===== src/rtl/b2sram_pkg.sv =====
package b2sram_pkg;
  localparam int unsigned DEF_DATA_W = 18;
  localparam int unsigned DEF_ADDR_W = 6;
  localparam int unsigned RD_LATENCY = 3;
  localparam int unsigned BURST_LEN  = 2;
endpackage


===== src/rtl/b2_wr_gather.sv =====
module b2_wr_gather #(
  parameter int unsigned DATA_W = 18,
  parameter int unsigned ADDR_W = 6,
  localparam int unsigned WORD_W = 2 * DATA_W
) (
  input  logic              clk,
  input  logic              rst_n,
  input  logic              cmd_valid,
  input  logic [ADDR_W-1:0] cmd_addr,
  input  logic [DATA_W-1:0] beat0,
  input  logic [DATA_W-1:0] beat1,
  output logic              commit_en,
  output logic [ADDR_W-1:0] commit_addr,
  output logic [WORD_W-1:0] commit_word
);
  logic              pend_q;
  logic [ADDR_W-1:0] addr_q;

  always_ff @(posedge clk) begin
    if (!rst_n) begin
      pend_q <= 1'b0;
      addr_q <= '0;
    end else begin
      pend_q <= cmd_valid;
      if (cmd_valid) addr_q <= cmd_addr;
    end
  end

  // Beats are taken from the cycle after the command; slot 0 is the low half.
  assign commit_en   = pend_q;
  assign commit_addr = addr_q;
  assign commit_word = {beat1, beat0};

  // a write command leads to a commit in the next cycle
  assert_commit_next_R4: assert property (@(posedge clk) disable iff (!rst_n)
    cmd_valid |=> commit_en);
  // no commit without a preceding command
  assert_no_stray_R8: assert property (@(posedge clk) disable iff (!rst_n)
    !cmd_valid |=> !commit_en);
endmodule


===== src/rtl/b2_word_array.sv =====
module b2_word_array #(
  parameter int unsigned WORD_W = 36,
  parameter int unsigned ADDR_W = 6,
  localparam int unsigned DEPTH = 1 << ADDR_W
) (
  input  logic              clk,
  input  logic              rst_n,
  input  logic              re,
  input  logic [ADDR_W-1:0] ra,
  output logic              rd_hit,
  output logic [WORD_W-1:0] rd_word,
  input  logic              we,
  input  logic [ADDR_W-1:0] wa,
  input  logic [WORD_W-1:0] wd
);
  logic [WORD_W-1:0] mem [DEPTH];

  always_ff @(posedge clk) begin
    if (!rst_n) begin
      for (int i = 0; i < DEPTH; i++) mem[i] <= '0;
    end else if (we) begin
      mem[wa] <= wd;
    end
  end

  // Registered read; it sees the contents from before a commit on the same edge.
  always_ff @(posedge clk) begin
    if (!rst_n) begin
      rd_hit  <= 1'b0;
      rd_word <= '0;
    end else begin
      rd_hit  <= re;
      rd_word <= re ? mem[ra] : '0;
    end
  end

  // a committed word is present at its address on the following cycle
  assert_store_R4: assert property (@(posedge clk) disable iff (!rst_n)
    we |=> mem[$past(wa)] == $past(wd));
endmodule


===== src/rtl/b2_rd_pipe.sv =====
module b2_rd_pipe #(
  parameter int unsigned WORD_W = 36,
  parameter int unsigned STAGES = 2
) (
  input  logic              clk,
  input  logic              rst_n,
  input  logic              in_valid,
  input  logic [WORD_W-1:0] in_word,
  output logic              out_valid,
  output logic [WORD_W-1:0] out_word
);
  logic              v_q [STAGES+1];
  logic [WORD_W-1:0] d_q [STAGES+1];

  assign v_q[0] = in_valid;
  assign d_q[0] = in_word;

  for (genvar s = 1; s <= STAGES; s++) begin : g_stage
    always_ff @(posedge clk) begin
      if (!rst_n) begin
        v_q[s] <= 1'b0;
        d_q[s] <= '0;
      end else begin
        v_q[s] <= v_q[s-1];
        d_q[s] <= v_q[s-1] ? d_q[s-1] : '0;
      end
    end
  end

  assign out_valid = v_q[STAGES];
  assign out_word  = d_q[STAGES];

  // idle output slots carry zero
  assert_quiet_R2: assert property (@(posedge clk) disable iff (!rst_n)
    !out_valid |-> out_word == '0);
endmodule


===== src/rtl/b2sram_core.sv =====
module b2sram_core
  import b2sram_pkg::*;
#(
  parameter int unsigned DATA_W = DEF_DATA_W,
  parameter int unsigned ADDR_W = DEF_ADDR_W,
  localparam int unsigned WORD_W = BURST_LEN * DATA_W,
  localparam int unsigned PIPE_STAGES = RD_LATENCY - 1
) (
  input  logic              clk,
  input  logic              rst_n,
  input  logic              rd_cmd_valid,
  input  logic [ADDR_W-1:0] rd_cmd_addr,
  input  logic              wr_cmd_valid,
  input  logic [ADDR_W-1:0] wr_cmd_addr,
  input  logic [DATA_W-1:0] wr_beat0,
  input  logic [DATA_W-1:0] wr_beat1,
  output logic              rd_out_valid,
  output logic [DATA_W-1:0] rd_out_beat0,
  output logic [DATA_W-1:0] rd_out_beat1
);
  logic              cm_en;
  logic [ADDR_W-1:0] cm_addr;
  logic [WORD_W-1:0] cm_word;
  logic              arr_hit;
  logic [WORD_W-1:0] arr_word;
  logic [WORD_W-1:0] out_word;

  b2_wr_gather #(.DATA_W(DATA_W), .ADDR_W(ADDR_W)) u_gather (
    .clk(clk), .rst_n(rst_n),
    .cmd_valid(wr_cmd_valid), .cmd_addr(wr_cmd_addr),
    .beat0(wr_beat0), .beat1(wr_beat1),
    .commit_en(cm_en), .commit_addr(cm_addr), .commit_word(cm_word)
  );

  b2_word_array #(.WORD_W(WORD_W), .ADDR_W(ADDR_W)) u_array (
    .clk(clk), .rst_n(rst_n),
    .re(rd_cmd_valid), .ra(rd_cmd_addr),
    .rd_hit(arr_hit), .rd_word(arr_word),
    .we(cm_en), .wa(cm_addr), .wd(cm_word)
  );

  b2_rd_pipe #(.WORD_W(WORD_W), .STAGES(PIPE_STAGES)) u_pipe (
    .clk(clk), .rst_n(rst_n),
    .in_valid(arr_hit), .in_word(arr_word),
    .out_valid(rd_out_valid), .out_word(out_word)
  );

  // Output mux: low half is the first beat, high half the second.
  assign rd_out_beat0 = out_word[DATA_W-1:0];
  assign rd_out_beat1 = out_word[WORD_W-1:DATA_W];

  // Edges since reset, saturating at the latency, to guard the $past window.
  logic [1:0] since_rst_q;
  always_ff @(posedge clk) begin
    if (!rst_n) since_rst_q <= '0;
    else if (since_rst_q != 2'd3) since_rst_q <= since_rst_q + 2'd1;
  end

  // read valid follows the command by exactly three cycles
  assert_latency_R2: assert property (@(posedge clk) disable iff (!rst_n)
    (since_rst_q == 2'd3) |-> rd_out_valid == $past(rd_cmd_valid, 3));
  // reset clears the output flag
  assert_reset_quiet_R1: assert property (@(posedge clk)
    !rst_n |=> !rd_out_valid);
endmodule


===== config.mk =====
export PLATFORM = sky130hd
export DESIGN_NAME = b2sram_core
export DESIGN_NICKNAME = d
export VERILOG_FILES = /design/src/rtl/b2sram_pkg.sv /design/src/rtl/b2_wr_gather.sv /design/src/rtl/b2_word_array.sv /design/src/rtl/b2_rd_pipe.sv /design/src/rtl/b2sram_core.sv
export SDC_FILE = /design/constraint.sdc
export NUM_CORES = 2
export LEC_CHECK = 0
export ABC_AREA = 0
export BUFFER_PORTS_ARGS = -buffer_cell sky130_fd_sc_hd__buf_2
export CAP_MARGIN = 20
export CORE_AREA = 2 2 447 449
export DETAILED_ROUTE_END_ITERATION = 16
export DIE_AREA = 0 0 449 451
export PLACE_DENSITY = 0.83
export SLEW_MARGIN = 20
export SYNTH_ARGS = -nofsm -noshare
export SYNTH_HDL_FRONTEND = slang
export SYNTH_HIERARCHICAL = 1
export SYNTH_SLANG_ARGS = --single-unit

===== constraint.sdc =====
create_clock -name clk -period 4.2 [get_ports clk]
set_clock_uncertainty 0.1 [all_clocks]
set_input_delay 0.63 -clock clk [delete_from_list [all_inputs] [get_ports clk]]
set_output_delay 0.63 -clock clk [all_outputs]
set_load 0.01 [all_outputs]

==> qor.txt <==
status = complete, no violations
Power Dens Cells = 433 nW/um2
Critical Path Max Stage Delay = 0.93 ns
vias in the first global route = 62.1k
Die ar. = 202000 um2
Leakage = 44.1 nW
Final Wtd Congestion = 1.13
Relative slew margins = 11.5%
YS warnings = 6
Num Clock Sinks = 2422
GRT Total Usage = 32.1%
DRC viols = 0
Fillers = 13.9k
M1 WL = 110 mm
Final setup viols = 0
hold_sp = wr_cmd_addr[1]
sequential cell area = 71500 um2
Slew Viols, Final = 0
CP Class = primary input to flop
initial antenna violation count = 25
sequential fraction of the synthesis area = 66.2%
worst reg-to-reg setup slack = 0.91 ns
final wirelength = 327 mm
post-cts sizing count = 0
maximum vdd ir drop = 0.397 mV
Post-Synthesis Cells = 6872
core box area = 198000 um2
reg-to-reg endpoint = u_array/mem[40][16]
share of cells above drive strength 1 = 22.3%
Syn Std Cell Area = 108000 um2
total power = 0.0523 W
cts hold-fix bufs = 5
Avg WL per Cell = 33.7 um
WHS Endpoint = u_gather/commit_addr[1]
Worst EP required = 4.80 ns
DP HPWL = 203 mm
nets = 6884
Post-synth ARST share = 0%
EDFF count, synth = 2304
IO buf count = 88
Critical Path Fanout Max = 44
worst hold path depth = 3
Worst Hold Class = primary input to flop
Avg Vias per Cell = 6.46
Root Driver = clkbuf_16
Main synth FF type = edfxtp_1
via count = 62.6k
clk_lat worst skew = 0.90 ns
worst hold slack = 0.0377 ns
Setup Fix Bufs, Post-CTS = 0
clock-pin slew on the worst setup and hold paths = 0.07 ns
Final min period = 3.45 ns
Area growth syn-to-layout = 11.6%
RSZ-0062 raised after global routing = no
Die H = 451 um
initial DRC count = 9618
Unique masters post-synth = 53
num ports = 89
Hold Fails Final Rpt = 0
most used cell, CP = buf_12
global-route wire length before repair = 459 mm
largest net degree at the start of global routing = 65
Post-Synthesis Net Count = 6924
H-tree depth = 4
commonest non-fill, non-tap cell in the layout = and2_1
met2 routed WL = 151 mm
die width = 449 um
cells on worst reg2reg path = 5
delay-heaviest family, CP = compound AO/OA/AOI/OAI gates
Num CTS Buffers = 231
max-cap violations = 0
Rows = 164
clk buf depth = 3
DRT Pass-1 Iters = 8
DR top layer = met5
period utilisation layout = 82.2%
CP Cell Sequence = buf_8 -> buf_12 -> buf_12 -> mux4_2 -> mux2i_1 -> o221ai_1 -> a31oi_1 -> a21oi_1
CTS tree = yes
maximum clock frequency = 0.290 GHz
synthesized flop and latch total = 2422
Detail Route Antenna Nets = 0
slowest CP cell = a31oi_1
total grt overflow = 0
Worst setup EP type = flop
wire length on met3 = 40.7 mm
Avg Inst Size Synth = 15.7 um2
multi-input logic area = 34100 um2
crit path launch type = primary input
CP bufs+invs = 3
Data arrival, critical path = 4.05 ns
reg2reg start = u_gather/commit_addr[5]
Initial Utilization = 54.6%
commonest cells after routing, fill and taps aside = and2_1 (2312), edfxtp_1 (2304), mux4_2 (599), buf_4 (329), clkbuf_16 (232)
Worst Max-Slew Pin Slew = 1.33 ns
-- cell usage after synthesis (8+ instances only) --
library cell	n	share of area (%)
a22o_1	9	0.073
mux2i_1	145	1.3
o21ai_1	14	0.065
and2_1	2312	13
nor2b_1	21	0.12
nor2_1	98	0.34
dfxtp_1	118	2.2
clkbuf_1	479	1.7
a21oi_1	42	0.19
buf_6	10	0.10
a221oi_1	14	0.11
mux4_2	599	12
buf_1	63	0.22
edfxtp_1	2304	64
a22oi_1	70	0.49
buf_4	124	0.86
o21ai_0	78	0.36
nand3_1	25	0.12
buf_2	68	0.31
o211ai_1	11	0.076
a31oi_1	12	0.069
o221ai_1	8	0.065
nor3_1	10	0.046
o22ai_1	16	0.093
nand2_1	73	0.25
and3_1	68	0.39
mux2_2	24	0.25
-- registers in the layout, summed over array words and instances, names as in the netlist --
register / count
u_array/mem: 2304
u_array/rd_word: 36
u_pipe/d_q: 36
u_pipe/out_word: 36
u_gather/commit_addr: 6
u_array/rd_hit: 1
u_gather/commit_en: 1
u_pipe/out_valid: 1
u_pipe/v_q: 1
-- per-stage QoR --
stage	util [%]	instance area (um2)	setup slack (ns)	cells	setup TNS (ns)
after global placement	57.0	113000	0.228	9248	0
after CTS	60.8	121000	0.943	9677	0
final	60.9	121000	0.749	9689	0
after global routing	60.9	121000	0.870	9682	0
after floorplan	-	108000	-0.224	6872	-351.47
after detailed placement	57.0	113000	0.204	9249	0
-- cell type report --
type                    count  share of cell area, %
diodes                     11                 0.0228
clock buffers             284                   5.02
clock inverters           139                   1.19
inverters                   3                 0.0114
multi-input cells        3700                   28.2
flip-flops and latches   2422                   59.3
well taps                2656                   2.75
repair buffers            474                   3.47
-- worst max-delay path by stage --
| stage | from | to | slack [ns] | cells past startpoint |
|---|---|---|---|---|
| 2_1_floorplan | rst_n | u_array/mem[29][0] | -0.22 | 5 |
| 3_3_place_gp | rd_cmd_addr[2] | u_array/rd_word[5] | 0.23 | 8 |
| 3_5_place_dp | rd_cmd_addr[2] | u_array/rd_word[5] | 0.20 | 8 |
| 4_1_cts | u_gather/commit_addr[5] | u_array/mem[40][14] | 0.94 | 5 |
| 5_1_grt | u_gather/commit_addr[5] | u_array/mem[40][14] | 0.87 | 5 |
| 6_report | rd_cmd_addr[2] | u_array/rd_word[5] | 0.75 | 8 |
-- per-layer routing --
metal  up-vias  track usage (%)
met4        16             20.5
met5         -            0.734
met3       927             9.07
met1     32104             40.1
li1      25066                -
met2      4515             49.4
-- cell families (layout without fill, tap and decap cells) --
logic type,Yosys count,after routing,share of synthesized area [%]
and+or+nand+nor,2636,2636,14.8
AOI/OAI and AO/OA,296,296,1.77
DFF,2422,2422,66.2
other,0,11,0
buffers and inverters,750,900,3.18
muxes,768,768,14.1
-- report_power, final --
group	total, W	switching (W)	internal, W
clock network	0.0207	0.00919	0.0116
logic	0.00404	0.00270	0.00133
registers	0.0275	0.000291	0.0272
-- worst reg2reg max path: cells and delay by family, from the launching register on --
kind,cells,cell delay (ns)
DFF,1,0.55
and+or+nand+nor,3,1.49
buffers and inverters,2,1.01
Power figures use the tool's default switching activity.
